<file path="config.mk">
export PLATFORM = sky130hd
export DESIGN_NAME = tbc_trace_ctrl
export DESIGN_NICKNAME = d
export VERILOG_FILES = /design/src/rtl/tbc_pkg.sv /design/src/rtl/tbc_wr_ctl.sv /design/src/rtl/tbc_rd_ctl.sv /design/src/rtl/tbc_thr.sv /design/src/rtl/tbc_trace_ctrl.sv
export SDC_FILE = /design/constraint.sdc
export NUM_CORES = 1
export LEC_CHECK = 0
export ABC_AREA = 1
export BUFFER_PORTS_ARGS = -buffer_cell sky130_fd_sc_hd__buf_2
export CORE_MARGIN = 5
export CORE_UTILIZATION = 35
export CTS_CLUSTER_SIZE = 8
export DETAILED_ROUTE_END_ITERATION = 12
export PLACE_DENSITY = 0.68
export SLEW_MARGIN = 5
export SYNTH_ARGS = -nofsm -noshare
export SYNTH_HDL_FRONTEND = slang
export SYNTH_SLANG_ARGS = --single-unit
</file>
<file path="constraint.sdc">
create_clock -name clk -period 3.8 [get_ports clk]
set_input_delay 0.57 -clock clk [delete_from_list [all_inputs] [get_ports clk]]
set_output_delay 0.57 -clock clk [all_outputs]
set_load 0.01 [all_outputs]
</file>
<file path="src/rtl/tbc_pkg.sv">
package tbc_pkg;

  typedef enum logic [1:0] {
    ST_NONE      = 2'd0,
    ST_DATA      = 2'd1,
    ST_NONE_GAP  = 2'd2,
    ST_DATA_GAP  = 2'd3
  } tbc_status_e;

  // Two status bits kept above the payload: bit 1 = gap, bit 0 = valid.
  function automatic logic [1:0] tbc_status(input logic valid, input logic gap);
    return {gap, valid};
  endfunction

  // Occupancy level at which the threshold interrupt fires; 0 = disabled.
  function automatic int unsigned tbc_thr_level(input logic [1:0] sel,
                                                input int unsigned depth);
    case (sel)
      2'd1:    return depth / 2;
      2'd2:    return depth - depth / 4;
      2'd3:    return depth;
      default: return 0;
    endcase
  endfunction

endpackage

</file>
<file path="src/rtl/tbc_wr_ctl.sv">
module tbc_wr_ctl
  import tbc_pkg::*;
#(
  parameter int DEPTH     = 64,
  parameter int PAYLOAD_W = 67,
  localparam int AW       = $clog2(DEPTH),
  localparam int PW       = AW + 1,
  localparam int ENTRY_W  = PAYLOAD_W + 2
) (
  input  logic                 clk,
  input  logic                 rst_n,
  input  logic                 start,
  input  logic                 trace_en,
  input  logic                 wrap_mode,
  input  logic                 cap_valid,
  input  logic [PAYLOAD_W-1:0] cap_data,
  input  logic [PW-1:0]        rd_ptr,
  output logic                 wr_fire,
  output logic                 drop_evt,
  output logic                 gap_pend,
  output logic [PW-1:0]        wr_ptr,
  output logic [ENTRY_W-1:0]   wr_entry
);

  function automatic logic [PW-1:0] occupancy(input logic [PW-1:0] w,
                                              input logic [PW-1:0] r);
    return w - r;
  endfunction

  logic filled_q;
  logic is_full, is_halted, cap_ok;

  assign is_full   = (occupancy(wr_ptr, rd_ptr) == PW'(DEPTH));
  assign is_halted = !wrap_mode && filled_q;
  assign cap_ok    = trace_en && !start && cap_valid;
  assign wr_fire   = cap_ok && !is_full && !is_halted;
  assign drop_evt  = cap_ok && is_full && !is_halted;
  assign wr_entry  = {tbc_status(1'b1, gap_pend), cap_data};

  always_ff @(posedge clk or negedge rst_n) begin
    if (!rst_n) begin
      wr_ptr   <= '0;
      filled_q <= 1'b0;
      gap_pend <= 1'b0;
    end else if (start) begin
      wr_ptr   <= '0;
      filled_q <= 1'b0;
      gap_pend <= 1'b0;
    end else if (wr_fire) begin
      wr_ptr   <= wr_ptr + PW'(1);
      gap_pend <= 1'b0;
      if (&wr_ptr[AW-1:0]) filled_q <= 1'b1;
    end else if (drop_evt) begin
      gap_pend <= 1'b1;
    end
  end

endmodule

</file>
<file path="src/rtl/tbc_rd_ctl.sv">
module tbc_rd_ctl
  import tbc_pkg::*;
#(
  parameter int DEPTH     = 64,
  parameter int PAYLOAD_W = 67,
  parameter int CPU_W     = 64,
  localparam int AW       = $clog2(DEPTH),
  localparam int PW       = AW + 1,
  localparam int ENTRY_W  = PAYLOAD_W + 2
) (
  input  logic               clk,
  input  logic               rst_n,
  input  logic               start,
  input  logic               rd_lo_req,
  input  logic               rd_hi_req,
  input  logic               wr_busy,
  input  logic [PW-1:0]      wr_ptr,
  input  logic               gap_pend,
  input  logic [ENTRY_W-1:0] mem_rdata,
  output logic               mem_re,
  output logic [PW-1:0]      rd_ptr,
  output logic               rd_adv,
  output logic               rd_valid,
  output logic [CPU_W-1:0]   rd_data
);

  logic               lo_pend_q, fetch_q, fetch_empty_q, hold_ok_q;
  logic [ENTRY_W-1:0] hold_q, fetch_word;
  logic               issue, buf_empty;

  assign buf_empty  = (wr_ptr == rd_ptr);
  assign issue      = lo_pend_q && !wr_busy;
  assign mem_re     = issue && !buf_empty;
  assign rd_adv     = rd_hi_req && hold_ok_q && !fetch_q;
  assign fetch_word = fetch_empty_q ? {tbc_status(1'b0, gap_pend), {PAYLOAD_W{1'b0}}}
                                    : mem_rdata;

  always_ff @(posedge clk or negedge rst_n) begin
    if (!rst_n) begin
      lo_pend_q     <= 1'b0;
      fetch_q       <= 1'b0;
      fetch_empty_q <= 1'b0;
      hold_ok_q     <= 1'b0;
      hold_q        <= '0;
      rd_ptr        <= '0;
      rd_valid      <= 1'b0;
      rd_data       <= '0;
    end else if (start) begin
      lo_pend_q     <= 1'b0;
      fetch_q       <= 1'b0;
      fetch_empty_q <= 1'b0;
      hold_ok_q     <= 1'b0;
      rd_ptr        <= '0;
      rd_valid      <= 1'b0;
    end else begin
      rd_valid      <= 1'b0;
      fetch_q       <= issue;
      fetch_empty_q <= buf_empty;
      if (issue)     lo_pend_q <= 1'b0;
      if (rd_lo_req) lo_pend_q <= 1'b1;
      if (fetch_q) begin
        hold_q    <= fetch_word;
        hold_ok_q <= !fetch_empty_q;
        rd_valid  <= 1'b1;
        rd_data   <= fetch_word[CPU_W-1:0];
      end else if (rd_hi_req) begin
        rd_valid <= 1'b1;
        rd_data  <= CPU_W'(hold_q[ENTRY_W-1:CPU_W]);
        if (hold_ok_q) begin
          rd_ptr    <= rd_ptr + PW'(1);
          hold_ok_q <= 1'b0;
        end
      end
    end
  end

endmodule

</file>
<file path="src/rtl/tbc_thr.sv">
module tbc_thr
  import tbc_pkg::*;
#(
  parameter int DEPTH = 64,
  localparam int AW   = $clog2(DEPTH),
  localparam int PW   = AW + 1,
  localparam int LW   = PW + 1
) (
  input  logic          clk,
  input  logic          rst_n,
  input  logic          start,
  input  logic [1:0]    thr_sel,
  input  logic          wr_fire,
  input  logic          rd_adv,
  input  logic [PW-1:0] wr_ptr,
  input  logic [PW-1:0] rd_ptr,
  output logic          thr_irq
);

  function automatic logic [LW-1:0] next_level(input logic [LW-1:0] cur,
                                               input logic inc, input logic dec);
    return cur + LW'(inc) - LW'(dec);
  endfunction

  logic [LW-1:0] cur_lvl, nxt_lvl, goal;
  logic          crossing;

  assign cur_lvl  = {1'b0, PW'(wr_ptr - rd_ptr)};
  assign nxt_lvl  = next_level(cur_lvl, wr_fire, rd_adv);
  assign goal     = LW'(tbc_thr_level(thr_sel, DEPTH));
  assign crossing = (thr_sel != 2'd0) && (cur_lvl < goal) && (nxt_lvl >= goal);

  always_ff @(posedge clk or negedge rst_n) begin
    if (!rst_n)     thr_irq <= 1'b0;
    else if (start) thr_irq <= 1'b0;
    else            thr_irq <= crossing;
  end

endmodule

</file>
<file path="src/rtl/tbc_trace_ctrl.sv">
module tbc_trace_ctrl
  import tbc_pkg::*;
#(
  parameter int DEPTH     = 64,
  parameter int PAYLOAD_W = 67,
  parameter int CPU_W     = 64,
  localparam int AW       = $clog2(DEPTH),
  localparam int PW       = AW + 1,
  localparam int ENTRY_W  = PAYLOAD_W + 2
) (
  input  logic                 clk,
  input  logic                 rst_n,
  input  logic                 trace_en,
  input  logic                 wrap_mode,
  input  logic [1:0]           thr_sel,
  input  logic                 cap_valid,
  input  logic [PAYLOAD_W-1:0] cap_data,
  input  logic                 rd_lo_req,
  input  logic                 rd_hi_req,
  input  logic [ENTRY_W-1:0]   mem_rdata,
  output logic                 mem_en,
  output logic                 mem_we,
  output logic [AW-1:0]        mem_addr,
  output logic [ENTRY_W-1:0]   mem_wdata,
  output logic                 rd_valid,
  output logic [CPU_W-1:0]     rd_data,
  output logic                 thr_irq
);

  logic          en_q, start;
  logic          wr_fire, drop_evt, gap_pend, rd_mem_re, rd_adv;
  logic [PW-1:0] wr_ptr, rd_ptr;
  logic [ENTRY_W-1:0] wr_entry;

  always_ff @(posedge clk or negedge rst_n) begin
    if (!rst_n) en_q <= 1'b0;
    else        en_q <= trace_en;
  end
  assign start = trace_en && !en_q;

  tbc_wr_ctl #(.DEPTH(DEPTH), .PAYLOAD_W(PAYLOAD_W)) u_wr (
    .clk(clk), .rst_n(rst_n), .start(start), .trace_en(trace_en),
    .wrap_mode(wrap_mode), .cap_valid(cap_valid), .cap_data(cap_data),
    .rd_ptr(rd_ptr), .wr_fire(wr_fire), .drop_evt(drop_evt),
    .gap_pend(gap_pend), .wr_ptr(wr_ptr), .wr_entry(wr_entry)
  );

  tbc_rd_ctl #(.DEPTH(DEPTH), .PAYLOAD_W(PAYLOAD_W), .CPU_W(CPU_W)) u_rd (
    .clk(clk), .rst_n(rst_n), .start(start), .rd_lo_req(rd_lo_req),
    .rd_hi_req(rd_hi_req), .wr_busy(wr_fire), .wr_ptr(wr_ptr),
    .gap_pend(gap_pend), .mem_rdata(mem_rdata), .mem_re(rd_mem_re),
    .rd_ptr(rd_ptr), .rd_adv(rd_adv), .rd_valid(rd_valid), .rd_data(rd_data)
  );

  tbc_thr #(.DEPTH(DEPTH)) u_thr (
    .clk(clk), .rst_n(rst_n), .start(start), .thr_sel(thr_sel),
    .wr_fire(wr_fire), .rd_adv(rd_adv), .wr_ptr(wr_ptr), .rd_ptr(rd_ptr),
    .thr_irq(thr_irq)
  );

  // Single port: a capture write always owns it; the read waits.
  assign mem_we    = wr_fire;
  assign mem_en    = wr_fire || rd_mem_re;
  assign mem_addr  = wr_fire ? wr_ptr[AW-1:0] : rd_ptr[AW-1:0];
  assign mem_wdata = wr_entry;

endmodule

</file>
### Word-level counts from Yosys, hierarchy flattened

Cells that the tools add are included.

| cells by class | value |
|---|---|
| $lt $le $gt $ge | 2 |
| add/sub/neg operators | 5 |
| muxes and demuxes | 29 |
| bitwise gates (word level) | 1 |
| reduce and logical (&&, ||, !) cells | 38 |
| equality and inequality tests | 6 |

Operators by type and width:

| kind | number |
|---|---|
| two-way mux 64 bit | 2 |
| two-way mux 69 bit | 1 |
| two-way mux 7 bit | 6 |
| one-hot mux 7 bit (3 select lines) | 1 |
| two-way mux 1 bit | 18 |
| adder 7 x 1 -> 7 bit (second input constant) | 2 |
| logical AND 1 bit | 14 |
| nonzero test 2 bit | 6 |
| zero test 1 bit | 9 |
| nonzero test 3 bit | 3 |
| adder 7 x 1 -> 8 bit | 1 |
| greater-or-equal comparator 8 x 7 -> 1 bit | 1 |
| subtractor 8 x 1 -> 8 bit | 1 |
| == test 7 bit | 1 |
| == test 7 bit (second input constant) | 1 |
| less-than comparator 7 bit | 1 |
| subtractor 7 bit | 1 |
| two-way mux 6 bit | 1 |
| AND reduction 2 bit | 3 |
| AND reduction 6 bit | 1 |
| == test 2 bit (second input constant) | 2 |
| AND reduction 3 bit | 1 |
| == test 2 x 1 -> 1 bit (second input constant) | 1 |
| != test 2 bit (second input constant) | 1 |
| 2 further kinds | 2 |

| storage, ports and cells | value |
|---|---|
| output and inout port bits | 143 |
| register bits | 156 |
| bits of input ports | 145 |

### Depth between registers and ports, before layout

| depth | value |
|---|---|
| depth after elaboration | 12 |
| depth in mapped cells | 33 |

### By module

A second synthesis with hierarchy kept.

| second synthesis, totals | value |
|---|---|
| cell total of the unflattened synthesis | 671 |
| area, all modules | 5659.2 sq um |

Modules (own cells, without submodules):

| module | seq. area each (sq um) | cells an instance | instances | area an instance (sq um) |
|---|---|---|---|---|
| tbc_rd_ctl | 2026.9 | 329 | 1 | 3350.7 |
| tbc_wr_ctl | 225.2 | 193 | 1 | 1326.3 |
| tbc_thr | 25.0 | 126 | 1 | 872.1 |
| tbc_trace_ctrl | 25.0 | 23 | 1 | 110.1 |

### Worst setup path before layout

OpenSTA, ideal clock, no wires.

| timing | value |
|---|---|
| path type | reg-to-reg |
| from | reg u_wr.wr_ptr[2] |
| to | reg u_thr.thr_irq |
| path buffers | 0 |
| library setup time | 0.071 ns |
| data required time | 3.729 ns |
| clock period less this slack | 3.887 ns |
| setup slack | -0.087 ns |
| cell stages (with the launch flop) | 30 |
| data arrival time | 3.816 ns |
| cell sequence | dfrtp_1 -> ha_1 -> nand3_1 -> nand2_1 -> a21oi_1 -> o21bai_1 -> xor2_1 -> inv_1 -> ha_1 -> nand2_1 -> nor2_1 -> nand3_4 -> nand2_4 -> inv_2 -> ha_1 -> inv_1 -> fa_1 -> o21ai_0 -> xor2_1 -> ha_1 -> nand2_1 -> nor3_1 -> nand2_1 -> inv_1 -> nand2_1 -> nand2_1 -> nand2_1 -> nand2_1 -> nor2_1 -> nor2_1 |

| between the ends | value |
|---|---|
| cells in the longest elaborated chain, start to end | 10 |
| elaborated cells on any way between the ends | 12 |
| classes of those cells | add/sub: 3; order compare: 2; eq/ne: 1; mux: 1; reduce/logical: 5 |

Ends and longest elaborated chain:

| what | RTL line | RTL |
|---|---|---|
| start, declared | tbc_wr_ctl.sv:21 | `output logic [PW-1:0] wr_ptr,` |
| start signal, assigned | tbc_wr_ctl.sv:50 | `wr_ptr <= wr_ptr + PW'(1);` |
| subtractor 7 bit | tbc_wr_ctl.sv:27 | `return w - r;` |
| == test 7 bit | tbc_wr_ctl.sv:33 | `assign is_full = (occupancy(wr_ptr, rd_ptr) == PW'(DEPTH));` |
| zero test 1 bit | tbc_wr_ctl.sv:36 | `assign wr_fire = cap_ok && !is_full && !is_halted;` |
| logical AND 1 bit (2 in a row) | tbc_wr_ctl.sv:36 |  |
| via mem_we | tbc_trace_ctrl.sv:22 | `output logic mem_we,` |
| adder 7 x 1 -> 8 bit | tbc_thr.sv:22 | `return cur + LW'(inc) - LW'(dec);` |
| subtractor 8 x 1 -> 8 bit | tbc_thr.sv:22 |  |
| greater-or-equal comparator 8 x 7 -> 1 bit | tbc_thr.sv:31 | `assign crossing = (thr_sel != 2'd0) && (cur_lvl < goal) && (nxt_lvl >= goal);` |
| logical AND 1 bit | tbc_thr.sv:31 |  |
| two-way mux 1 bit | tbc_thr.sv:35 | `else if (start) thr_irq <= 1'b0;` |
| end signal, assigned | tbc_thr.sv:36 | `else thr_irq <= crossing;` |
| end, declared | tbc_thr.sv:17 | `output logic thr_irq` |

The timed path passes the listed nets, and every way through them passes these cells.
A chain may end at the register's enable or synchronous reset.

### Worst setup path in the final report

| timing | value |
|---|---|
| from | reg u_wr.wr_ptr[2] |
| to | reg u_thr.thr_irq |

| between the ends | value |
|---|---|
| cells in the longest elaborated chain, start to end | 10 |
| elaborated cells on any way between the ends | 12 |
| classes of those cells | add/sub: 3; order compare: 2; eq/ne: 1; mux: 1; reduce/logical: 5 |

Ends and longest elaborated chain:

| what | RTL line |
|---|---|
| subtractor 7 bit * | tbc_wr_ctl.sv:27, tbc_thr.sv:28 |
| == test 7 bit | tbc_wr_ctl.sv:33 |
| zero test 1 bit | tbc_wr_ctl.sv:36 |
| logical AND 1 bit (2 in a row) | tbc_wr_ctl.sv:36 |
| adder 7 x 1 -> 8 bit | tbc_thr.sv:22 |
| subtractor 8 x 1 -> 8 bit | tbc_thr.sv:22 |
| greater-or-equal comparator 8 x 7 -> 1 bit | tbc_thr.sv:31 |
| logical AND 1 bit * | tbc_thr.sv:31 |
| two-way mux 1 bit * | tbc_thr.sv:35 |

Every way passes the cells marked *; elsewhere a longest branch is shown, timed or not.

==> impl_results.md <==
- Die Y: 132.7 µm
- Worst setup margin: -0.001100 ns
- Fill count: 1474
- Count of pins over their slew limit: 0
- Pint: 0.002124 W
- DRC: 0
- Top delay family on crit path: adder cells
- Synth Warn #: 0
- Critical path type: register to register
- Crit path max-delay cell type: dfrtp_1
- Initial Utilization: 36.00%
- Failing checks: negative setup slack
- Worst Setup SP: u_wr.wr_ptr[2]
- Largest net degree at the start of global routing: 76
- Netlist cell types: 32
- Clk_lat worst skew: 0.34 ns
- Final WL: 13510 µm
- Switching share of power: 37.16%
- RR Startpoint: u_wr.wr_ptr[2]
- Dpl hpwl: ~9800 µm
- Cell Rows: 44
- Worst-path fanout max: 5
- R2R setup slack: -0.001 ns
- Vias after detailed routing: 4410
- 1st-pass router iterations: 4
- Slew @ Worst Pin: 0.9624 ns
- Seq/Total Area, Yosys: 43.66%
- Final Hold Vio Count: 0
- RR Endpoint: u_thr.thr_irq
- Most frequent cells in the layout: nand2_1 (186), buf_2 (151), dfrtp_1 (90)
- Initial antenna violation count: 1
- RSZ-0062 raised after global routing: yes
- Critical Path AT: 4.07 ns
- Die X: ~130 µm
- Num CTS Buffers: 9
- Hold-fix buffers, CTS: 0
- CORE AREA: 0.01464 mm²
- RePlAce Congestion: 0.8526
- Num Clock Sinks: 92
- Setup TNS: -0.001100 ns
- Total grt overflow: 0
- Root buffer cell: clkbuf_16
- Syn avg cell area: 8.137 µm²
- Cells after synthesis: about 650
- Share of layout cells above drive strength 1: a little under a third
- All-Layer GR Usage: 14.97%
- Final instance area: 0.006216 mm²
- Worst slew margin: between 30% and 40%
- Period minus WS final: 3.801 ns
- Max cap viols: 0
- Max incr delay on CP: ~0.43 ns
- Reg2Reg Depth: 29
- Area after DPL: 0.005769 mm²
- I/O pin count: 288
- Setup-failing EPs final: 1
- Area growth syn-to-layout: 17.89%
- Total Nets Final: 918
- CTS tree: done
- Comb power frac: approximately two fifths
- Status: complete, but fails checks
- Worst VDD drop: 0.0002905 V
- N_diodes: 0
- Die area: 0.01762 mm²
- First-pass GRT wire length: 21360 µm
- Vias in the first global route: around 4300
- Vias per Instance: about 4.7
- Final Skew: 0.006435 ns
- Commonest non-fill, non-tap cell in the layout: nand2_1
- WL/cell: 14.48 µm
- CP required: 4.07 ns
- Port-buffer cells: 152
- Pre-CTS setup slack: -0.07985 ns
- Clk buf depth: 2
- H-tree levels: 3
- Initial DRC Count: 228
- Fmax: 0.2631 GHz
- CP startpoint kind: register
- Pwr Density: 543.9 mW/mm²
- Period utilization: 100.0%
- Flop pwr share: 35.4%
- CP endpoint kind: register
- Crit-path most repeated cell: nand2_1
- Detail Route Antenna Nets: 0
- Critical path buffers and inverters: 4
- HP Class: input port to asynchronous set/reset pin
- Net Count, Synth: 821
- Synthesized area: ~0.0053 mm²
- Pleak: 3.517 nW
- Clock power share: around a quarter
- Worst-path clk slew: 0.06 ns
- NetSw: 0.001256 W
- Post-synthesis register bit count: roughly 90
worst reg2reg max path, delay by kind of cell (launching register included):
| family | cells | cell delay, ns |
|---|---|---|
| adders and majority gates | 5 | 1.27 |
| and+or+nand+nor | 14 | 0.93 |
| AOI/OAI and AO/OA | 4 | 0.56 |
| DFF | 1 | 0.43 |
| xor gates and xnor gates | 2 | 0.30 |
| buffers and inverters | 4 | 0.26 |
worst max-delay path by stage:
stage	end	slack, ns	depth (start not counted)
CTS	u_thr.thr_irq	0.007	30
detailed placement	u_thr.thr_irq	-0.08	32
finish	u_thr.thr_irq	-0.001	29
floorplan	u_thr.thr_irq	0.006	30
global placement	u_thr.thr_irq	0.06	30
global route	u_thr.thr_irq	-0.28	33
flip-flops by register name, indices dropped and copies added (netlist names):
signal	flops
u_rd.hold_ok_q	1
u_rd.hold_q	5
en_q	1
u_rd.rd_ptr	7
u_thr.thr_irq	1
u_wr.filled_q	1
u_wr.gap_pend	1
u_wr.wr_ptr	7
u_rd.rd_valid	1
u_rd.lo_pend_q	1
u_rd.rd_data	64
u_rd.fetch_empty_q	1
u_rd.fetch_q	1
cell type report:
| type | instances | area, µm² | area share [%] |
|---|---|---|---|
| sequential | 92 | 2305 | 37.08 |
| clock inverter | 6 | 41.29 | 0.6643 |
| tap | 184 | 230.2 | 3.704 |
| multi-input combinational | 414 | 2255 | 36.27 |
| timing repair buffer | 181 | 980.9 | 15.78 |
| clock buffer | 9 | 225.2 | 3.623 |
| inverter | 47 | 178.9 | 2.878 |
through the flow:
stage                     total power [W]  utilization (%)  hold WS, ns  instances
after global placement           0.002466            39.40       0.4492        905
after floorplan                  0.002161                -       0.2744        648
final                            0.003381            42.45       0.3761        933
after global routing             0.003671            42.45       0.3618        933
after CTS                        0.003327            41.25       0.3622        920
after detailed placement         0.002490            39.40       0.4530        905
cells by family (layout without fill, tap and decap cells):
group | after synthesis | count (layout) | share of synthesized area, %
other | 1 | 1 | 0.07112
XOR/XNOR | 12 | 12 | 2.136
buffers and inverters | 142 | 243 | 15.45
flip-flops | 92 | 92 | 43.66
adder cells (fa/ha/maj) | 28 | 28 | 6.929
AND/OR/NAND/NOR | 328 | 328 | 27.05
AO/OA/AOI/OAI | 45 | 45 | 4.699
synth_stat cells, drive strengths merged:
master,number,area (µm²)
buf,78,574.3
nand4,8,50.05
inv,47,176.4
clkbuf,17,63.81
o2111a,1,11.26
dfrtp,92,2302
nand3,87,462.9
nor2,29,111.4
nor3b,1,7.510
nand2,193,739.5
fa,2,40.04
o21ai,19,106.4
o21bai,1,7.510
or2,1,8.760
a21oi,23,115.1
nor3,8,40.04
nor4,1,6.260
xor2,12,112.6
conb,1,3.750
a22oi,1,7.510
ha,26,325.3
routing by layer:
layer  track usage (%)  wire length [µm]  up-vias
li1                  -                 -     2195
met1             18.90              5775     2035
met2             23.74              6385      148
met3             6.036              1079       30
met4             4.330               261        2
met5                 0                 7        -
power by group through the flow:
stage	clock network [W]	logic, W	registers (W)
2_1_floorplan	0	0.000909	0.00125
3_3_place_gp	0	0.00126	0.00121
3_5_place_dp	0	0.00128	0.00121
4_1_cts	0.000845	0.00129	0.00119
5_1_grt	0.000884	0.00157	0.00121
6_report	0.000813	0.00137	0.00120
timing repair:
action                     in CTS  in global routing
setup buffers                   0                 13
pin swaps                       2                 21
setup endpoints to repair       1                  1
gates resized for setup         2                 25
(Power assumes the default switching activity.)
